## src/rtl/smm_map_pkg.sv

```systemverilog
package smm_map_pkg;
  localparam int ADDR_W        = 36;
  localparam int SEL_W         = 2;
  localparam int SEG_MIN_SHIFT = 17;  // 128 KB smallest segment

  localparam logic [ADDR_W-1:0] LOW_FIRST  = 36'h0_000A_0000;
  localparam logic [ADDR_W-1:0] LOW_LAST   = 36'h0_000B_FFFF;
  localparam logic [ADDR_W-1:0] HIGH_FIRST = 36'h0_FEDA_0000;
  localparam logic [ADDR_W-1:0] HIGH_LAST  = 36'h0_FEDB_FFFF;
  localparam logic [ADDR_W-1:0] ALIAS_DELTA = HIGH_FIRST - LOW_FIRST;

  typedef enum logic [1:0] {
    SRC_CPU   = 2'b00,
    SRC_IOHUB = 2'b01,
    SRC_GFX   = 2'b10,
    SRC_OTHER = 2'b11
  } srcTag_t;

  typedef struct packed {
    logic capture;
    logic hit;
    logic allow;
    logic deny;
    logic remapHigh;
  } mapStrobe_t;
endpackage

```

## src/rtl/smm_map_ctrl.sv

```systemverilog
module smm_map_ctrl
  import smm_map_pkg::*;
(
  input  logic              reqValid,
  input  logic [ADDR_W-1:0] reqAddr,
  input  logic [1:0]        reqSrc,
  input  logic              smmActive,
  input  logic              enLow,
  input  logic              enHigh,
  input  logic              enTop,
  input  logic              lowOpen,
  input  logic [ADDR_W-1:0] topOfMem,
  input  logic [SEL_W-1:0]  segSizeSel,
  output mapStrobe_t        strobe
);
  logic [ADDR_W-1:0] segSize;
  logic [ADDR_W-1:0] segBase;
  logic segNonEmpty, lowHit, highHit, topHit, anyHit, isCpu, modeOk;

  always_comb begin
    segSize     = ADDR_W'(1) << (SEG_MIN_SHIFT + int'(segSizeSel));
    segBase     = topOfMem - segSize;
    segNonEmpty = topOfMem >= segSize;
    lowHit  = enLow  && (reqAddr >= LOW_FIRST)  && (reqAddr <= LOW_LAST);
    highHit = enHigh && (reqAddr >= HIGH_FIRST) && (reqAddr <= HIGH_LAST);
    topHit  = enTop  && segNonEmpty && (reqAddr >= segBase) && (reqAddr < topOfMem);
    anyHit  = lowHit || highHit || topHit;
    isCpu   = reqSrc == SRC_CPU;
    modeOk  = smmActive || (lowHit && lowOpen);

    strobe.capture   = reqValid;
    strobe.hit       = anyHit;
    strobe.allow     = anyHit && isCpu && modeOk;
    strobe.deny      = anyHit && !(isCpu && modeOk);
    strobe.remapHigh = highHit && !lowHit;
  end
endmodule

```

## src/rtl/smm_map_dp.sv

```systemverilog
module smm_map_dp
  import smm_map_pkg::*;
(
  input  logic              clk,
  input  logic              rst,
  input  mapStrobe_t        strobe,
  input  logic [ADDR_W-1:0] addrIn,
  output logic              rspValid,
  output logic              rspHit,
  output logic              rspAllow,
  output logic              rspDeny,
  output logic              rspRouteOut,
  output logic [ADDR_W-1:0] rspDramAddr
);
  logic [ADDR_W-1:0] xlatAddr;

  always_comb xlatAddr = strobe.remapHigh ? (addrIn - ALIAS_DELTA) : addrIn;

  always_ff @(posedge clk) begin
    if (rst || !strobe.capture) begin
      rspValid    <= 1'b0;
      rspHit      <= 1'b0;
      rspAllow    <= 1'b0;
      rspDeny     <= 1'b0;
      rspRouteOut <= 1'b0;
      rspDramAddr <= '0;
    end else begin
      rspValid    <= 1'b1;
      rspHit      <= strobe.hit;
      rspAllow    <= strobe.allow;
      rspDeny     <= strobe.deny;
      rspRouteOut <= !strobe.hit;
      rspDramAddr <= xlatAddr;
    end
  end

  assert_reset_clear_R1: assert property (@(posedge clk)
    $past(rst) |-> !rspValid && !rspHit && !rspAllow && !rspDeny && !rspRouteOut && rspDramAddr == '0);

  assert_idle_quiet_R2: assert property (@(posedge clk) disable iff (rst)
    !rspValid |-> !rspHit && !rspAllow && !rspDeny && !rspRouteOut);

  assert_one_verdict_R9: assert property (@(posedge clk) disable iff (rst)
    rspValid |-> $onehot({rspAllow, rspDeny, rspRouteOut}));

  assert_miss_passthrough_R9: assert property (@(posedge clk) disable iff (rst)
    (strobe.capture && !strobe.hit) |=> rspDramAddr == $past(addrIn));
endmodule

```

## src/rtl/smm_window_map.sv

```systemverilog
module smm_window_map
  import smm_map_pkg::*;
(
  input  logic              clk,
  input  logic              rst,
  input  logic              reqValid,
  input  logic [35:0]       reqAddr,
  input  logic [1:0]        reqSrc,
  input  logic              smmActive,
  input  logic              enLow,
  input  logic              enHigh,
  input  logic              enTop,
  input  logic              lowOpen,
  input  logic [35:0]       topOfMem,
  input  logic [1:0]        segSizeSel,
  output logic              rspValid,
  output logic              rspHit,
  output logic              rspAllow,
  output logic              rspDeny,
  output logic              rspRouteOut,
  output logic [35:0]       rspDramAddr
);
  mapStrobe_t strobe;

  smm_map_ctrl u_ctrl (
    .reqValid(reqValid), .reqAddr(reqAddr), .reqSrc(reqSrc),
    .smmActive(smmActive), .enLow(enLow), .enHigh(enHigh), .enTop(enTop),
    .lowOpen(lowOpen), .topOfMem(topOfMem), .segSizeSel(segSizeSel),
    .strobe(strobe)
  );

  smm_map_dp u_dp (
    .clk(clk), .rst(rst), .strobe(strobe), .addrIn(reqAddr),
    .rspValid(rspValid), .rspHit(rspHit), .rspAllow(rspAllow),
    .rspDeny(rspDeny), .rspRouteOut(rspRouteOut), .rspDramAddr(rspDramAddr)
  );

  assert_valid_follows_R2: assert property (@(posedge clk) disable iff (rst)
    reqValid |=> rspValid);

  assert_foreign_never_allowed_R6: assert property (@(posedge clk) disable iff (rst)
    (reqValid && reqSrc != SRC_CPU) |=> !rspAllow);

  assert_high_alias_R4: assert property (@(posedge clk) disable iff (rst)
    (reqValid && enHigh && reqAddr >= HIGH_FIRST && reqAddr <= HIGH_LAST)
      |=> rspHit && rspDramAddr == $past(reqAddr) - ALIAS_DELTA);

  assert_disabled_low_R8: assert property (@(posedge clk) disable iff (rst)
    (reqValid && !enLow && !enTop && reqAddr >= LOW_FIRST && reqAddr <= LOW_LAST)
      |=> rspRouteOut);
endmodule

```

## config.mk

```make
export PLATFORM = sky130hd
export DESIGN_NAME = smm_window_map
export DESIGN_NICKNAME = d
export VERILOG_FILES = /design/src/rtl/smm_map_pkg.sv /design/src/rtl/smm_map_ctrl.sv /design/src/rtl/smm_map_dp.sv /design/src/rtl/smm_window_map.sv
export SDC_FILE = /design/constraint.sdc
export NUM_CORES = 1
export LEC_CHECK = 0
export BUFFER_PORTS_ARGS = -buffer_cell sky130_fd_sc_hd__buf_4
export CAP_MARGIN = 10
export CORE_MARGIN = 2
export CORE_UTILIZATION = 40
export CTS_BUF_LIST = sky130_fd_sc_hd__clkbuf_8
export CTS_CLUSTER_SIZE = 24
export DETAILED_ROUTE_END_ITERATION = 8
export HOLD_SLACK_MARGIN = 0.02
export PLACE_DENSITY = 0.72
export SYNTH_ARGS = -nofsm -noshare
export SYNTH_HDL_FRONTEND = slang
export SYNTH_SLANG_ARGS = --single-unit
```

## constraint.sdc

```tcl
create_clock -name clk -period 9.8 [get_ports clk]
set_input_delay 0.49 -clock clk [delete_from_list [all_inputs] [get_ports clk]]
set_output_delay 0.49 -clock clk [all_outputs]
set_load 0.05 [all_outputs]
```

# After elaboration in Yosys (flattened, before gate mapping)
# Index checks and enable logic that the tools add are counted.
[totals] register_bits=41 input_bits=84 out_inout_bits=41 elab_cells=41
[classes] n_addsub=3 n_lt_le_gt_ge=7 n_shift=1 muxes=2 n_reduce_logical=22
[op_table] operator="$ge A36 B36 Y1" count=2
[op_table] operator="$ge A36 B20 Y1 const B" count=1
[op_table] operator="$ge A36 B32 Y1 const B" count=1
[op_table] operator="$le A36 B20 Y1 const B" count=1
[op_table] operator="$le A36 B32 Y1 const B" count=1
[op_table] operator="$lt A36 B36 Y1" count=1
[op_table] operator="$mux W36" count=1
[op_table] operator="$shl A1 B32 Y36 const A" count=1
[op_table] operator="$sub A36 B32 Y36 const B" count=1
[op_table] operator="$sub A36 B36 Y36" count=1
[op_table] operator="$logic_and A1 B1 Y1" count=13
[op_table] operator="$add A5 B2 Y6 const A" count=1
[op_table] operator="$logic_not A1 Y1" count=4
[op_table] operator="$logic_or A1 B1 Y1" count=4
[op_table] operator="$logic_not A2 Y1" count=1
[op_table] operator="$mux W1" count=1

# Longest topological paths before layout
# Gate-level depths: netlist of the first run.
[logic_depth] ltp_word=9 mapped_depth=17 mapped_depth_nobuf=17

# By module
# From an unflattened synthesis of the first run, not the netlist that was laid out.
[unflattened] cells_unflattened=442 hier_area_um2=3694.8
[by_module_without_submodules] module="smm_map_ctrl" instances=1 cells_per_inst=307 area_each_um2=2289.7 seq_area_each_um2=0.0
[by_module_without_submodules] module="smm_map_dp" instances=1 cells_per_inst=135 area_each_um2=1405.1 seq_area_each_um2=820.8

# Least setup slack after synthesis of the first run
# No wires, ideal clock.
[synth_timing] path_kind="input port to flip-flop" startpoint="in segSizeSel[0]" endpoint="reg u_dp.rspDeny" arrival_time_ns=3.787 t_required_ns=9.722 setup_slack_ns=5.935 stages=17 path_buffers=0 cell_sequence="or2_2 > ha_1 > o21a_1 > o21a_1 > o21ai_1 > nand3b_1 > nor4_2 > nand3_1 > xnor2_1 > ha_1 > nand4_1 > nor4_1 > nand2_1 > o211ai_1 > a31oi_1 > o311a_2 > nor3_1"
[synth_between] elab_chain_len=8 elab_cells_between_ends=10 cone_classes="add/sub (2); order compare (2); shift (1); reduce/logical (5)"
[synth_lines] element="from (decl)" line="smm_window_map.sv:15" rtl="input logic [1:0] segSizeSel,"
[synth_lines] element="$add A5 B2 Y6 (*)" line="smm_map_ctrl.sv:21" rtl="segSize = ADDR_W'(1) << (SEG_MIN_SHIFT + int'(segSizeSel));"
[synth_lines] element="$shl A1 B32 Y36 (*)" line="smm_map_ctrl.sv:21"
[synth_lines] element="$sub A36 B36 Y36 / $ge A36 B36 Y1 (equally long branches)" line="smm_map_ctrl.sv:22, smm_map_ctrl.sv:23"
[synth_lines] element="$ge A36 B36 Y1 / $logic_and A1 B1 Y1 (equally long branches)" line="smm_map_ctrl.sv:26" rtl="topHit = enTop && segNonEmpty && (reqAddr >= segBase) && (reqAddr < topOfMem);"
[synth_lines] element="$logic_and A1 B1 Y1 (*) (2 in a row)" line="smm_map_ctrl.sv:26"
[synth_lines] element="$logic_or A1 B1 Y1 (*)" line="smm_map_ctrl.sv:27" rtl="anyHit = lowHit || highHit || topHit;"
[synth_lines] element="$logic_and A1 B1 Y1 (*)" line="smm_map_ctrl.sv:34" rtl="strobe.deny = anyHit && !(isCpu && modeOk);"
[synth_lines] element="to (signal assigned)" line="smm_map_dp.sv:31" rtl="rspDeny <= strobe.deny;"
[synth_lines] element="to (decl)" line="smm_map_dp.sv:11" rtl="output logic rspDeny,"
# Mark *: on every way between the ends. The rest lies on a longest branch, timed or not.
# A chain may end at the register's enable or synchronous reset.

# Worst setup path after layout of the first run
# Same ends and word-level chain as after synthesis.

==> flow_summary.ini, run 1 <==
[synth]
synth.area.top_cells = ha_1 27%, dfxtp_1 22%, inv_1 5.4%
synth_compound_area_share_pct = 15.2
netlist.area_leader.share_pct = 26.6
synth-simple-area-share_pct = 26.2
synthArstFlopShare_pct = 0
synthAdderAreaFrac_pct = 26.6
synth_edf_count = 0
synth-xor-area-share_pct = 4.00
ys.flop_type = dfxtp_1
syn_inst = 453
avgSynthCellArea_sq_um = 8.21
yosys-mux-area-fraction_pct = 0
synth.largest_area_cell = ha_1
synth_top_family_by_area = adder cells
synth_warnings = 0
yosysSeqAreaShare_pct = 22.1
ys_types = 56
synth-seq-cells = 41
syn_area_sq_mm = 0.00372

[job]
maxCapViolCount = 0

[cts]
cts_tree = built
clkSinkCount = 41
clockBufferDepth = 2
numCtsBuffers = 5
cts_htree_levels = 2
post-cts-setup-buffers = 0
hold_buffers = 0
cts_resized = 0
cts_root_buffer = clkbuf_8
cts.clk_slew.worst_paths_ns = 0.08

[sta]
rsz0062_at_grt = no
slew_headroom_pct = 54.6
finalCriticalPeriod_ns = 4.22
finalHoldViolations = 0
fin_crit_sh_pct = 43.0
fmax_mhz = 237
worst_pin_slew_ns = 0.680
setup_viol = 0
final.setup.tns_ns = 0
slew_violations = 0

[global_routing]
gr-total-overflow = 0
grtUsageTotal_pct = 19.7
antenna_found_initial = 0
grt_start_max_net_pins = 27
grt_pass1_vias = 3651
grt_pass1_wl_microns = 16200

[placement]
hpwlAfterDp_microns = 8760
finalWeightedCongestion = 0.864
postPlaceCellArea_sq_mm = 0.00478
port_buffers = 124

[finish]
design_area_sq_mm = 0.00486
diodes = 0
n_fill_cell = 866
nNetsFinal = 743
layout-drive-gt1-share_pct = 25.6
area_growth_pct = 30.7
final_cell_mix = 124 x buf_4, 79 x ha_1, 54 x inv_1, 41 x dfxtp_1, 32 x nand2_1
mostFrequentLayoutCell = buf_4

[die]
dieHeight_microns = 100
coreArea_sq_mm = 0.00915
die_w_microns = 100
die-area_sq_mm = 0.0101
num_rows = 35
start_util_pct = 40.7
ioPinCount = 125

[power_and_ir_drop]
p_per_area_mw_per_mm2 = 96.4
leakagePower_uw = 0.00245
irDropWorstVdd_uv = 54.7

[worst_setup_path]
crit_type = in -> reg
path_max_fanout = 5
end_kind = flop
required_ns = 10.02
worstSetupStartpointType = input pin
arrival_ns = 4.44

[worst_hold_path]
hold_class = in -> reg
worst_hold_path.endpoint = u_dp.rspDramAddr[3]
min_path_cells = 2
min-delay-start = reqAddr[3]

[route]
drtIter0Drc = 92
routed_via_density = 5.32
drtAntennaViolNets = 0
post_drt_wl_per_cell_microns = 14.8
wl_microns = 10200
via_count = 3680
dr.pass1.iters = 4
drc = 0

[run_status]
status = finished, final reports clean
## critical path, cell delays in order
cell	delay, ns
buf_4	0.12
or2_2	0.29
ha_1	0.33
o21a_1	0.21
o21a_1	0.19
o21ai_1	0.16
nand3b_1	0.16
nor4_2	0.40
nand3_1	0.17
xnor2_1	0.16
ha_1	0.30
nand4_1	0.15
nor4_1	0.41
nand2_1	0.09
o211ai_1	0.09
a31oi_1	0.09
o311a_2	0.46
nor3_1	0.16
## flip-flops by register name (all words and copies together), names as in the netlist
signal            count
u_dp.rspValid         1
u_dp.rspDramAddr     36
u_dp.rspHit           1
u_dp.rspDeny          1
u_dp.rspRouteOut      1
u_dp.rspAllow         1
## Yosys cell counts, types with 2 or more instances
master and instances:
or4_4 3, or2_2 2, a31oi_1 5, nand2b_1 8, inv_1 54, and2_0 2
and4_1 3, a32o_1 2, o211ai_1 2, nor2_1 23, nor4_1 8, nand3_1 15
nor4_2 2, nor3_1 12, ha_1 79, xnor2_1 17, o21ai_0 11, a21o_1 7
and2_1 29, a21oi_1 29, nor2b_1 2, nor3_2 2, a211oi_1 3, o21a_1 8
clkbuf_1 5, nand2_1 32, nand4_1 18, nand3b_1 2, dfxtp_1 41
## report_power, final
| group | switching (uW) | total, uW | internal [uW] |
|---|---|---|---|
| Combinational | 106 | 187 | 80.8 |
| Sequential | 1.88 | 175 | 173 |
| Clock | 58.1 | 107 | 49.1 |
| Total | 166 | 469 | 303 |
## through the flow
stage / utilization (%) / std cells / setup slack, ns / hold slack, ns / total power (uW)
final: 53.1 / 692 / 5.58 / 0.443 / 469
after detailed placement: 52.2 / 684 / 5.30 / 0.744 / 365
after global routing: 53.1 / 692 / 5.33 / 0.447 / 498
after CTS: 53.1 / 692 / 5.59 / 0.434 / 472
after global placement: 52.2 / 684 / 5.52 / 0.732 / 358
after floorplan: - / 454 / 5.94 / 0.612 / 291
## metal layers
metal | wire length [microns] | global-route usage [%] | share of wire (%) | vias to the layer above
li1 | - | - | - | 1863
met1 | 4440 | 24.6 | 43 | 1678
met2 | 5030 | 34.6 | 49 | 117
met3 | 545 | 2.08 | 5.3 | 22
met4 | 211 | 8.32 | 2.1 | 0
met5 | 0 | 0 | 0 | -
## cell type report
class,instances,area (sq um),area share (%)
sequential,41,821,16.9
inverter,54,203,4.17
clock inverter,3,17.5,0.360
clock buffer,5,68.8,1.42
tap,111,139,2.86
timing repair buffer,124,931,19.1
multi-input combinational,354,2680,55.2
## logic make-up (layout without fill, tap and decap cells)
| logic type | after synthesis | after routing |
|---|---|---|
| AOI/OAI and AO/OA | 84 | 84 |
| xor gates and xnor gates | 17 | 17 |
| adders and majority gates | 79 | 79 |
| buffers and inverters | 59 | 186 |
| DFF | 41 | 41 |
| other | 1 | 2 |
| and+or+nand+nor | 172 | 172 |
## how the worst max path moves through the flow
stage | startpoint | end | slack [ns] | depth (start not counted)
2_1_floorplan | segSizeSel[0] | u_dp.rspDeny | 5.94 | 17
3_3_place_gp | segSizeSel[0] | u_dp.rspDeny | 5.52 | 18
3_5_place_dp | segSizeSel[0] | u_dp.rspDeny | 5.30 | 18
4_1_cts | segSizeSel[0] | u_dp.rspDeny | 5.59 | 18
5_1_grt | segSizeSel[0] | u_dp.rspDeny | 5.33 | 18
6_report | segSizeSel[0] | u_dp.rspDeny | 5.58 | 18
No activity file was read; power rests on OpenSTA's default activity.
==> run 2, diff against run 1 <==
- ABC_AREA: unset -> 1
- PLACE_DENSITY: 0.72 -> 0.71
- clock period: 9.8 -> 4.4 ns (I/O delays scaled with it)
==> flow_summary.ini, run 2 <==
[worst_hold_path]
min_path_cells = 2
worst_hold_path.endpoint = u_dp.rspValid
hold_class = in -> reg
min-delay-start = rst

[worst_setup_path]
path_common_cell = nand2_1
worstSetupStartpointType = input pin
required_ns = 4.62
cp_slowest_cell = ha_1
crit_type = in -> reg
cpPeakStageDelay_ns = 0.34
crit_chain = buf_4, inv_1, nand2_1, ha_1, a21o_1, nand2_1, nand2_1, nor3_2, nand3_1, nor2_2, nand3_1, xor2_1, ha_1, nand2_1, nor2_1, nand4_1, nor2_1, nand2_1, nand3_1, nand2_1, nand2_4, nand2_1, nor2_2
cp_top_family = simple AND/OR/NAND/NOR gates
arrival_ns = 3.22
cp_num_buf_inv = 2
end_kind = flop
path_max_fanout = 5

[cts]
clockBufferDepth = 2
hold_buffers = 0
numCtsBuffers = 5
cts.clk_slew.worst_paths_ns = 0.07
cts_root_buffer = clkbuf_8
cts_htree_levels = 2
clkSinkCount = 41
post-cts-setup-buffers = 0
cts_tree = built
cts_resized = 0

[die]
ioPinCount = 125
dieHeight_microns = 104
die_w_microns = 104
coreArea_sq_mm = 0.00973
num_rows = 36
start_util_pct = 40.9
die-area_sq_mm = 0.0108

[global_routing]
grt_pass1_vias = 3997
grt.busiest_layer = met2
gr-total-overflow = 0
grt_start_max_net_pins = 28
grtUsageTotal_pct = 20.5
grt_pass1_wl_microns = 18300
grtUsageMet2_pct = 37.0
grtUsageMet1_pct = 25.4
antenna_found_initial = 0
grt_use_met3_pct = 1.76

[sta]
final.setup.tns_ns = 0
worst_pin_slew_ns = 0.785
slew_headroom_pct = 47.3
fin_crit_sh_pct = 68.2
slew_violations = 0
setup_viol = 0
finalCriticalPeriod_ns = 3.00
finalHoldViolations = 0
fmax_mhz = 333
rsz0062_at_grt = no

[placement]
finalWeightedCongestion = 0.844
port_buffers = 124
hpwlAfterDp_microns = 9460
postPlaceCellArea_sq_mm = 0.00507

[synth]
synth_edf_count = 0
synth_warnings = 0
synth.area.top_cells = ha_1 25%, dfxtp_1 21%, nand2_1 12%
ys.flop_type = dfxtp_1
netlist.area_leader.share_pct = 24.8
synth.largest_area_cell = ha_1
yosysSeqAreaShare_pct = 20.6
synthArstFlopShare_pct = 0
synth_most_common_cell = nand2_1
synth-seq-cells = 41
syn_inst = 608
syn_area_sq_mm = 0.00398
synthTopCellsByCount = 126 x nand2_1, 119 x inv_1, 88 x nor2_1
avgSynthCellArea_sq_um = 6.55
ys_types = 33

[finish]
design_area_sq_mm = 0.00518
utilization_pct = 53.3
nNetsFinal = 899
mostFrequentLayoutCell = nand2_1
diodes = 0
largest_register_ffs = 36
regMostFlops = u_dp.rspDramAddr
area_growth_pct = 30.2
final_cell_mix = 126 x nand2_1, 124 x buf_4, 120 x inv_1, 88 x nor2_1, 79 x ha_1
layout-drive-gt1-share_pct = 20.5

[route]
wl_microns = 10900
drc = 0
drtAntennaViolNets = 0
post_drt_wl_per_cell_microns = 12.5
via_count = 4093
dr.pass1.iters = 5
routed_via_density = 4.70
drtIter0Drc = 139

[job]
maxCapViolCount = 0

[power_and_ir_drop]
swShare_pct = 34.5
clkPwrFrac_pct = 27.3
leakagePower_uw = 0.00296
p_switching_uw = 391
power_frac_seq_pct = 34.4
p_comb_share_pct = 38.3
power.internal_uw = 742
irDropWorstVdd_uv = 105
p_per_area_mw_per_mm2 = 219

[run_status]
status = finished, final reports clean
## run 2: cell count changes after synthesis, moves of 6 or more
cell | before | now
nand2_1 | 32 | 126
inv_1 | 54 | 119
nor2_1 | 23 | 88
and2_1 | 29 | 0
nand3_1 | 15 | 33
xor2_1 | 0 | 17
xnor2_1 | 17 | 1
a21oi_1 | 29 | 38
nand4_1 | 18 | 9
nand2b_1 | 8 | 0
o21a_1 | 8 | 0
inv_2 | 0 | 6
nor4_1 | 8 | 2
## run 2: worst max-delay path by stage
stage / slack, ns / startpoint / cells past startpoint / endpoint
4_1_cts: 1.43 / segSizeSel[1] / 23 / u_dp.rspDeny
3_3_place_gp: 1.22 / segSizeSel[1] / 22 / u_dp.rspDeny
3_5_place_dp: 1.13 / segSizeSel[1] / 23 / u_dp.rspDeny
5_1_grt: 1.20 / segSizeSel[1] / 23 / u_dp.rspDeny
6_report: 1.40 / segSizeSel[1] / 23 / u_dp.rspDeny
2_1_floorplan: 1.63 / segSizeSel[1] / 21 / u_dp.rspDeny
## run 2: power by group through the flow
stage | combinational, uW | sequential [uW] | clock [uW]
3_3_place_gp | 422 | 398 | 0
5_1_grt | 491 | 391 | 330
2_1_floorplan | 216 | 450 | 0
4_1_cts | 437 | 389 | 315
3_5_place_dp | 435 | 398 | 0
6_report | 434 | 389 | 309
## run 2: layout make-up
cell class / instances / area, sq um
fill: 996 / 4550
clock buffer: 6 / 82.6
multi-input combinational: 438 / 2680
sequential: 41 / 821
inverter: 126 / 473
timing repair buffer: 124 / 931
tap: 133 / 166
clock inverter: 2 / 33.8
## run 2: through the flow
step / total power [uW] / cells / setup slack, ns / hold slack [ns]
3_3_place_gp: 820 / 862 / 1.22 / 0.427
3_5_place_dp: 833 / 862 / 1.13 / 0.426
4_1_cts: 1140 / 870 / 1.43 / 0.113
5_1_grt: 1210 / 870 / 1.20 / 0.112
2_1_floorplan: 666 / 609 / 1.63 / 0.311
6_report: 1130 / 870 / 1.40 / 0.122
## run 2: logic make-up after synthesis
group,share of synthesized area [%]
AO/OA/AOI/OAI,8.67
other,0.0942
AND/OR/NAND/NOR,29.6
XOR/XNOR,3.96
adder cells (fa/ha/maj),24.8
buffers and inverters,12.3
flip-flops,20.6
## run 2: routing by layer
layer	wire length [microns]	share of wire, %
met1	5000	46
met2	5220	48
met3	391	3.6
met4	244	2.2
met5	0	0
